### src/rtl/rasPkg.sv
package rasPkg;
  typedef struct packed {
    logic flush;
    logic push;
    logic popHit;
  } rasStrobe_t;
endpackage

### src/rtl/rasStore.sv
module rasStore
  import rasPkg::*;
#(
  parameter int FULL_DEPTH = 64,
  parameter int ADDR_W     = 32,
  localparam int PTR_W     = $clog2(FULL_DEPTH)
) (
  input  logic              clk,
  input  logic              rstN,
  input  rasStrobe_t        strobe,
  input  logic [PTR_W-1:0]  wrIdx,
  input  logic [PTR_W-1:0]  rdIdx,
  input  logic [ADDR_W-1:0] callAddr,
  input  logic              guestMode,
  output logic              topValid,
  output logic              topTag,
  output logic [ADDR_W-1:0] predAddr
);
  logic [ADDR_W-1:0]     addrMem [FULL_DEPTH];
  logic [FULL_DEPTH-1:0] validMem;
  logic [FULL_DEPTH-1:0] tagMem;

  assign topValid = validMem[rdIdx];
  assign topTag   = tagMem[rdIdx];

  always_ff @(posedge clk) begin
    if (!rstN) begin
      validMem <= '0;
      tagMem   <= '0;
      predAddr <= '0;
      for (int i = 0; i < FULL_DEPTH; i++) addrMem[i] <= '0;
    end else begin
      if (strobe.flush) validMem <= '0;
      if (strobe.popHit) predAddr <= addrMem[rdIdx];
      if (strobe.push) begin
        addrMem[wrIdx]  <= callAddr;
        tagMem[wrIdx]   <= guestMode;
        validMem[wrIdx] <= 1'b1;
      end
    end
  end


  flush_clears_chk: assert property (@(posedge clk) disable iff (!rstN)
    (strobe.flush && !strobe.push) |=> (validMem == '0));


  push_marks_valid_chk: assert property (@(posedge clk) disable iff (!rstN)
    strobe.push |=> (validMem[$past(wrIdx)] && tagMem[$past(wrIdx)] == $past(guestMode)));
endmodule

### src/rtl/rasCtrl.sv
module rasCtrl
  import rasPkg::*;
#(
  parameter int FULL_DEPTH   = 64,
  parameter int LEGACY_DEPTH = 32,
  localparam int PTR_W       = $clog2(FULL_DEPTH),
  localparam int CNT_W       = $clog2(FULL_DEPTH + 1)
) (
  input  logic             clk,
  input  logic             rstN,
  input  logic             callValid,
  input  logic             retValid,
  input  logic             guestMode,
  input  logic             guestEntry,
  input  logic             asRegWrite,
  input  logic             implicitInval,
  input  logic             ctxInval,
  input  logic [1:0]       ctxInvalType,
  input  logic             ctlLoad,
  input  logic [1:0]       ctlIn,
  input  logic             topValid,
  input  logic             topTag,
  output rasStrobe_t       strobe,
  output logic [PTR_W-1:0] wrIdx,
  output logic [PTR_W-1:0] rdIdx,
  output logic [1:0]       ctlOut,
  output logic             predValid
);
  localparam logic [CNT_W-1:0] FULL_C = CNT_W'(FULL_DEPTH);
  localparam logic [CNT_W-1:0] LEG_C  = CNT_W'(LEGACY_DEPTH);

  logic [PTR_W-1:0] tos, baseTos, midTos, nextTos;
  logic [CNT_W-1:0] cnt, baseCnt, effCnt, midCnt, nextCnt, activeDepth;
  logic [1:0]       ctlReg;
  logic             fullMode;

  assign ctlOut = ctlReg;

  always_comb begin
    fullMode    = !guestMode || ctlReg[0];
    activeDepth = fullMode ? FULL_C : LEG_C;
    strobe.flush = asRegWrite || implicitInval ||
                   (ctxInval && ctxInvalType != 2'd0) ||
                   (guestEntry && ctlReg[1]);
    baseTos = strobe.flush ? '0 : tos;
    baseCnt = strobe.flush ? '0 : cnt;
    effCnt  = (baseCnt > activeDepth) ? activeDepth : baseCnt;
    rdIdx   = baseTos - PTR_W'(1);
    strobe.popHit = retValid && (effCnt != '0) && topValid && (topTag == guestMode);
    midTos  = strobe.popHit ? rdIdx : baseTos;
    midCnt  = strobe.popHit ? effCnt - CNT_W'(1) : effCnt;
    strobe.push = callValid;
    wrIdx   = midTos;
    if (callValid) begin
      nextTos = midTos + PTR_W'(1);
      nextCnt = (midCnt >= activeDepth) ? activeDepth : midCnt + CNT_W'(1);
    end else if (strobe.popHit) begin
      nextTos = midTos;
      nextCnt = midCnt;
    end else begin
      nextTos = baseTos;
      nextCnt = baseCnt;
    end
  end

  always_ff @(posedge clk) begin
    if (!rstN) begin
      tos       <= '0;
      cnt       <= '0;
      ctlReg    <= '0;
      predValid <= 1'b0;
    end else begin
      tos       <= nextTos;
      cnt       <= nextCnt;
      predValid <= strobe.popHit;
      if (ctlLoad) ctlReg <= ctlIn;
      else if (guestEntry && ctlReg[1]) ctlReg[1] <= 1'b0;
    end
  end


  cnt_bound_chk: assert property (@(posedge clk) disable iff (!rstN)
    cnt <= FULL_C);


  guest_cap_chk: assert property (@(posedge clk) disable iff (!rstN)
    (callValid && guestMode && !ctlReg[0]) |=> (cnt <= LEG_C));


  flush_then_push_chk: assert property (@(posedge clk) disable iff (!rstN)
    (strobe.flush && callValid && !retValid) |=> (cnt == CNT_W'(1) && tos == PTR_W'(1)));


  clear_autodrop_chk: assert property (@(posedge clk) disable iff (!rstN)
    (guestEntry && ctlReg[1] && !ctlLoad) |=> !ctlReg[1]);


  pred_after_ret_chk: assert property (@(posedge clk) disable iff (!rstN)
    predValid |-> $past(retValid));


  empty_no_hit_chk: assert property (@(posedge clk) disable iff (!rstN)
    (retValid && effCnt == '0) |=> !predValid);
endmodule

### src/rtl/domainRetStack.sv
module domainRetStack
  import rasPkg::*;
#(
  parameter int ADDR_W       = 32,
  parameter int FULL_DEPTH   = 64,
  parameter int LEGACY_DEPTH = 32
) (
  input  logic              clk,
  input  logic              rstN,
  input  logic              callValid,
  input  logic [ADDR_W-1:0] callAddr,
  input  logic              retValid,
  input  logic              guestMode,
  input  logic              guestEntry,
  input  logic              asRegWrite,
  input  logic              implicitInval,
  input  logic              ctxInval,
  input  logic [1:0]        ctxInvalType,
  input  logic              ctlLoad,
  input  logic [1:0]        ctlIn,
  output logic [1:0]        ctlOut,
  output logic              predValid,
  output logic [ADDR_W-1:0] predAddr,
  output logic [7:0]        sizeReport
);
  localparam int PTR_W = $clog2(FULL_DEPTH);

  rasStrobe_t       strobe;
  logic [PTR_W-1:0] wrIdx, rdIdx;
  logic             topValid, topTag;

  assign sizeReport = 8'(FULL_DEPTH);

  rasCtrl #(.FULL_DEPTH(FULL_DEPTH), .LEGACY_DEPTH(LEGACY_DEPTH)) u_ctrl (
    .clk(clk), .rstN(rstN), .callValid(callValid), .retValid(retValid),
    .guestMode(guestMode), .guestEntry(guestEntry), .asRegWrite(asRegWrite),
    .implicitInval(implicitInval), .ctxInval(ctxInval), .ctxInvalType(ctxInvalType),
    .ctlLoad(ctlLoad), .ctlIn(ctlIn), .topValid(topValid), .topTag(topTag),
    .strobe(strobe), .wrIdx(wrIdx), .rdIdx(rdIdx), .ctlOut(ctlOut),
    .predValid(predValid)
  );

  rasStore #(.FULL_DEPTH(FULL_DEPTH), .ADDR_W(ADDR_W)) u_store (
    .clk(clk), .rstN(rstN), .strobe(strobe), .wrIdx(wrIdx), .rdIdx(rdIdx),
    .callAddr(callAddr), .guestMode(guestMode), .topValid(topValid),
    .topTag(topTag), .predAddr(predAddr)
  );
endmodule

### config.mk
export PLATFORM = sky130hd
export DESIGN_NAME = domainRetStack
export DESIGN_NICKNAME = d
export VERILOG_FILES = /design/src/rtl/rasPkg.sv /design/src/rtl/rasStore.sv /design/src/rtl/rasCtrl.sv /design/src/rtl/domainRetStack.sv
export SDC_FILE = /design/constraint.sdc
export NUM_CORES = 2
export LEC_CHECK = 0
export BUFFER_PORTS_ARGS = -buffer_cell sky130_fd_sc_hd__buf_2
export CAP_MARGIN = 20
export CELL_PAD_IN_SITES_DETAIL_PLACEMENT = 0
export CELL_PAD_IN_SITES_GLOBAL_PLACEMENT = 1
export CORE_ASPECT_RATIO = 1.1
export CORE_MARGIN = 10
export CORE_UTILIZATION = 40
export DETAILED_ROUTE_END_ITERATION = 10
export GPL_ROUTABILITY_DRIVEN = 0
export PLACE_DENSITY = 0.73
export SLEW_MARGIN = 40
export SYNTH_ARGS = -nofsm -noshare
export SYNTH_HDL_FRONTEND = slang
export SYNTH_SLANG_ARGS = --single-unit
export TNS_END_PERCENT = 5
### constraint.sdc
create_clock -name clk -period 11.15 [get_ports clk]
set_input_delay 2.7875 -clock clk [delete_from_list [all_inputs] [get_ports clk]]
set_output_delay 2.7875 -clock clk [all_outputs]
set_load 0.03 [all_outputs]
# Word-level counts from Yosys, hierarchy flattened
# Memories as Yosys holds them, arrays and structs flattened. A register that Yosys moved wholly into a read port is not among the register bits.
# Cells that the tools add are included.
# W data, S select, Z words.
[op_classes]
add_sub_neg = 4
n_mul = 0
div = 0
order_cmp = 5
eq_ne = 1
n_shift = 0
muxes = 30
n_bitwise = 1
reduce_logical = 16
[ops]
columns = ["operator", "count"]
rows = [
  ["$mux W64", 3],
  ["$bwmux W64", 1],
  ["$or A64 B64 Y64", 1],
  ["$mux W7", 7],
  ["$mux W32", 1],
  ["$reduce_or A32 Y1", 1],
  ["$mux W6", 5],
  ["$lt A6 B7 Y1 const B", 2],
  ["$bmux W1 S6", 2],
  ["$mux W1", 10],
  ["$add A7 B1 Y7 const B", 1],
  ["$ge A7 B7 Y1", 1],
  ["$gt A7 B7 Y1", 1],
  ["$reduce_bool A7 Y1", 1],
  ["$sub A7 B1 Y7 const B", 1],
  ["$add A6 B1 Y6 const B", 1],
  ["$demux W1 S6", 1],
  ["$ge A6 B1 Y1 const B", 1],
  ["$logic_and A1 B1 Y1", 6],
  ["$sub A6 B1 Y6 const B", 1],
  ["$logic_or A1 B1 Y1", 4],
  ["$reduce_bool A2 Y1", 2],
  ["$logic_not A1 Y1", 2],
  ["$eq A1 B1 Y1", 1],
]
[word_totals]
reg_bits = 144
latchBits = 0
mem_bits_rw = 2048
mem_bits_ro = 0
out_inout_bits = 43
memories = 1
[memory_table]
columns = ["memory", "words", "width", "read_ports", "rd_ports_with_merged_regs", "write_ports", "line_no", "rtl"]
rows = [
  ["u_store.addrMem", 64, 32, 1, 1, 64, "rasStore.sv:19", "logic [ADDR_W-1:0] addrMem [FULL_DEPTH];"],
]

# Depth between registers and ports, before layout
[logic_depth]
depth_word = 18
depth_mapped = 29
mapped_depth_nobuf = 22

# Cells and area by module
# From an unflattened synthesis, not the netlist that was laid out.
[hier_totals]
cells_unflattened = 6811
hier_area_um2 = 101239.6
[modules_own_cells]
columns = ["mod", "instances", "cells_per_inst", "area_each_um2", "seq_area_each_um2"]
rows = [
  ["rasStore", 1, 6592, 99523.0, 64702.1],
  ["rasCtrl", 1, 209, 1649.1, 320.3],
  ["domainRetStack", 1, 10, 67.6, 0.0],
]

# Worst setup path before layout
# OpenSTA, ideal clock, no wires.
[synth_path]
path_type = "input port to flip-flop"
startpoint = "input guestEntry"
endpoint = "register u_store.tagMem[31]"
setup_time_ns = 0.263
arrival_time_ns = 9.729
required_ns = 10.887
slack_ns = 1.158
cell_stages = 21
path_buffers = 8
cell_sequence = "a211oi_2 and3_1 buf_2 buf_4 buf_2 inv_1 ha_1 buf_2 buf_2 buf_1 mux4_2 a211oi_1 nor4_4 a31o_2 nand3_2 buf_6 mux2i_4 buf_2 nand2_1 o21ai_0 o32ai_1"
[synth_via]
elab_chain_cells = 15
[synth_lines]
columns = ["element", "line_no", "rtl"]
rows = [
  ["start: declaration", "domainRetStack.sv:14", "input logic guestEntry,"],
  ["$logic_and A1 B1 Y1 (*)", "rasCtrl.sv:44", "(guestEntry && ctlReg[1]);"],
  ["$logic_or A1 B1 Y1 (*)", "rasCtrl.sv:43", "(ctxInval && ctxInvalType != 2'd0) ||"],
  ["parallel branches: the longest is 7 deep, another holds $sub A6 B1 Y6", "n/a", ""],
  ["$mux W6 (*)", "rasCtrl.sv:50", "midTos = strobe.popHit ? rdIdx : baseTos;"],
  ["$lt A6 B7 Y1 (not written as such) / $ge A6 B1 Y1 (equally long branches)", "rasStore.sv:37", "tagMem[wrIdx] <= guestMode;"],
  ["$logic_and A1 B1 Y1 (not written as such)", "rasStore.sv:37", ""],
  ["$mux W1 (not written as such)", "rasStore.sv:37", ""],
  ["$demux W1 S6 (*)", "n/a", ""],
  ["$bwmux W64 (*)", "rasStore.sv:37", ""],
  ["end signal: indexed assignment", "rasStore.sv:37", ""],
  ["end: declaration", "rasStore.sv:21", "logic [FULL_DEPTH-1:0] tagMem;"],
]
# Mark *: on every way between the ends. The select of a mux whose other input is x is not followed.
# A chain may end at the register's enable or synchronous reset.

==> reports/qor.csv <==
stage,metric,value,unit
synthesis,"Top FF cell, synth",edfxtp_1,
global_route,first-pass GRT wire length,432,mm
clocking,worst skew pair latency,0.89,ns
setup_path,crit start category,primary input,
sta,Pins Over Slew Limit,0,
clocking,clock-pin slew on the worst setup and hold paths,0.07,ns
sta,measured slew at the worst slew-check pin,0.939,ns
layout,fillcell total,21700,
setup_path,WS Path Type,in -> reg,
drt,drt pass-1 iters,6,
clocking,H-Tree Depth,4,
placement,pre-CTS setup slack,1.38,ns
synthesis,share of synthesized registers carrying an async set or reset,0,
die,I/O Pins,89,
die,die height,549,um
layout,Layout area overhead,11.8,%
layout,NumNets Final,6585,
die,Core Area,254000,um^2
layout,fraction of layout cells with a size suffix above 1,0.222,
sta,setup_tns,0,ns
clocking,clock sinks,2224,
clocking,clock buffer depth,4,
synthesis,Netlist Area Pre-Place,102000,um^2
pwr,pwr dens,157,nW/um^2
die,Die W,501,um
outcome,status,"finished, final reports clean",
placement,Placed Area,107000,um^2
clocking,CTS-repair resized insts,0,
clocking,# Post-CTS Setup Buffers,0,
global_route,total gr overflow,0,
layout,"commonest non-fill, non-tap cell in the layout",edfxtp_1,
min_path,type of the most critical hold path,reg -> reg,
placement,placed insts,9635,
setup_path,CP endpoint kind,flip-flop,
sta,RSZ-0062 raised after global routing,no,
global_route,number of global-route vias before repair,57900,
placement,I/O Buffers,80,
sta,Clock Skew,0.0586,ns
synthesis,post-synthesis register bit count,2224,
sta,final hold slack,0.452,ns
synthesis,Post-Synthesis Cells,6661,
synthesis,syn_area_per_cell,15.3,um^2
clocking,clock tree from TritonCTS,built,
job,Max Cap Viol,0,
drt,initial DRC count,7060,
drt,Detail Route Antenna Nets,0,
synthesis,Ys Warns,0,
sta,setup violators final,0,
layout,Final Cell Area,114000,um^2
synthesis,"Distinct cells, synth",84,
drt,WL final,303,mm
layout,"commonest cells after routing, fill and taps aside","edfxtp_1 (2048), and2_1 (1956), mux4_2 (665)",
sta,Final Hold Vio Count,0,
global_route,largest net degree at the start of global routing,106,
pwr,Pleak,0.0407,uW
sta,fmax,0.111,GHz
synthesis,register area share after synthesis,0.639,
setup_path,"Arr. time, crit path",9.55,ns
sta,Slew headroom,0.374,
drt,Avg WL per Cell,30.1,um
die,Initial Utilization,0.401,
sta,minimum clock period,8.99,ns
synthesis,number of flops mapped to enable cells by yosys,2048,
placement,post-DP HPWL,175,mm
die,die area,275000,um^2
clocking,Num CTS Buffers,218,
global_route,Tot GR Track Use,0.216,
drt,Vias/cell,5.72,
clocking,cts hold-fix bufs,0,
clocking,clock root buffer master,clkbuf_16,
pwr,Max IR drop VDD,0.118,mV
layout,final std cells w/o fill,10000,
drt,DRC viols,0,
setup_path,WP data required,11.71,ns
global_route,initial antenna violation count,18,
drt,vias post-DR,57400,
sta,worst setup margin,2.16,ns
die,row cnt,194,
setup_path,crit path max fanout,28,
sta,period utilization,0.807,
-- flip-flops by register name (all words and copies together), names as in the netlist --
signal and flops:
u_ctrl.ctlOut 2, u_ctrl.tos 6, u_store.addrMem 2048, u_ctrl.predValid 1, u_ctrl.cnt 7, u_store.tagMem 64, u_store.predAddr 32, u_store.validMem 64
-- cells by family after synthesis --
logic type,Yosys count,share of synthesized area
adder cells (fa/ha/maj),10,0.00123
XOR/XNOR,18,0.00155
AO/OA/AOI/OAI,323,0.0229
flip-flops,2224,0.639
AND/OR/NAND/NOR,2638,0.154
multiplexers,718,0.153
other,2,0.0000738
buffers and inverters,728,0.0283
-- cell usage after synthesis (20+ instances only) --
cell      count  area, um^2
edfxtp_1   2048       61500
and2_1     1956       12200
mux4_2      665       15000
clkbuf_1    516        1940
nand2_1     250         938
dfxtp_1     176        3520
nand3_1     122         611
and3_1      110         688
buf_1        82         308
buf_2        67         335
o21ai_0      66         330
a21o_1       64         480
nor2_1       64         240
a21boi_0     40         300
mux2i_1      38         380
inv_1        36         135
nor2b_1      27         169
nand4_1      24         150
nor2_2       20         125
-- worst paths after layout --
| kind | from | endpoint | slack (ns) | cells after the start |
|---|---|---|---|---|
| setup / recovery | guestEntry | u_store.addrMem[0][30] | 2.16 | 18 |
| hold / removal | u_store.validMem[54] | u_store.validMem[54] | 0.45 | 1 |
| hold reg to reg | u_store.validMem[54] | u_store.validMem[54] | 0.45 | 1 |
| setup reg to reg | u_ctrl.ctlOut[1] | u_store.addrMem[0][30] | 3.86 | 17 |
-- final cells by class --
cell class / instances / area [um^2] / share of cell area
multi-input combinational: 3715 / 34600 / 0.304
inverter: 37 / 139 / 0.00122
antenna: 6 / 15.0 / 0.000132
clock inverter: 124 / 1210 / 0.0106
tap: 3332 / 4170 / 0.0367
clock buffer: 272 / 5830 / 0.0513
timing repair buffer: 333 / 2750 / 0.0242
sequential: 2224 / 65000 / 0.572
-- routing by layer --
layer / up-vias / GRT usage / share of wire
met5: - / 0 / 0.000043
li1: 24300 / - / -
met1: 30100 / 0.280 / 0.38
met2: 2516 / 0.352 / 0.48
met3: 514 / 0.0375 / 0.079
met4: 2 / 0.104 / 0.054
-- worst max-delay path, cell delays in order --
cell and delay [ns]:
buf_2 0.13, a211oi_4 0.43, buf_4 0.35, and3_1 0.24
inv_1 0.15, ha_4 0.68, buf_12 0.30, mux2_2 0.19
a31oi_1 0.04, a2111oi_0 0.61, a211oi_1 0.17, nor4_4 0.42
nand4_1 0.33, nand3_2 0.49, mux2i_4 0.57, nand3_1 0.53
o21ai_4 0.72, buf_4 0.37
-- through the flow --
| step | util | power (uW) |
|---|---|---|
| 2_1_floorplan | - | 10100 |
| 3_3_place_gp | 0.419 | 10600 |
| 3_5_place_dp | 0.420 | 10600 |
| 4_1_cts | 0.448 | 17900 |
| 5_1_grt | 0.448 | 18300 |
| 6_report | 0.448 | 17800 |
-- power breakdown --
| group | internal [uW] | switching, uW |
|---|---|---|
| Combinational | 325 | 717 |
| Sequential | 9330 | 69.5 |
| Clock | 4190 | 3210 |
No activity file was read; power rests on OpenSTA's default activity.
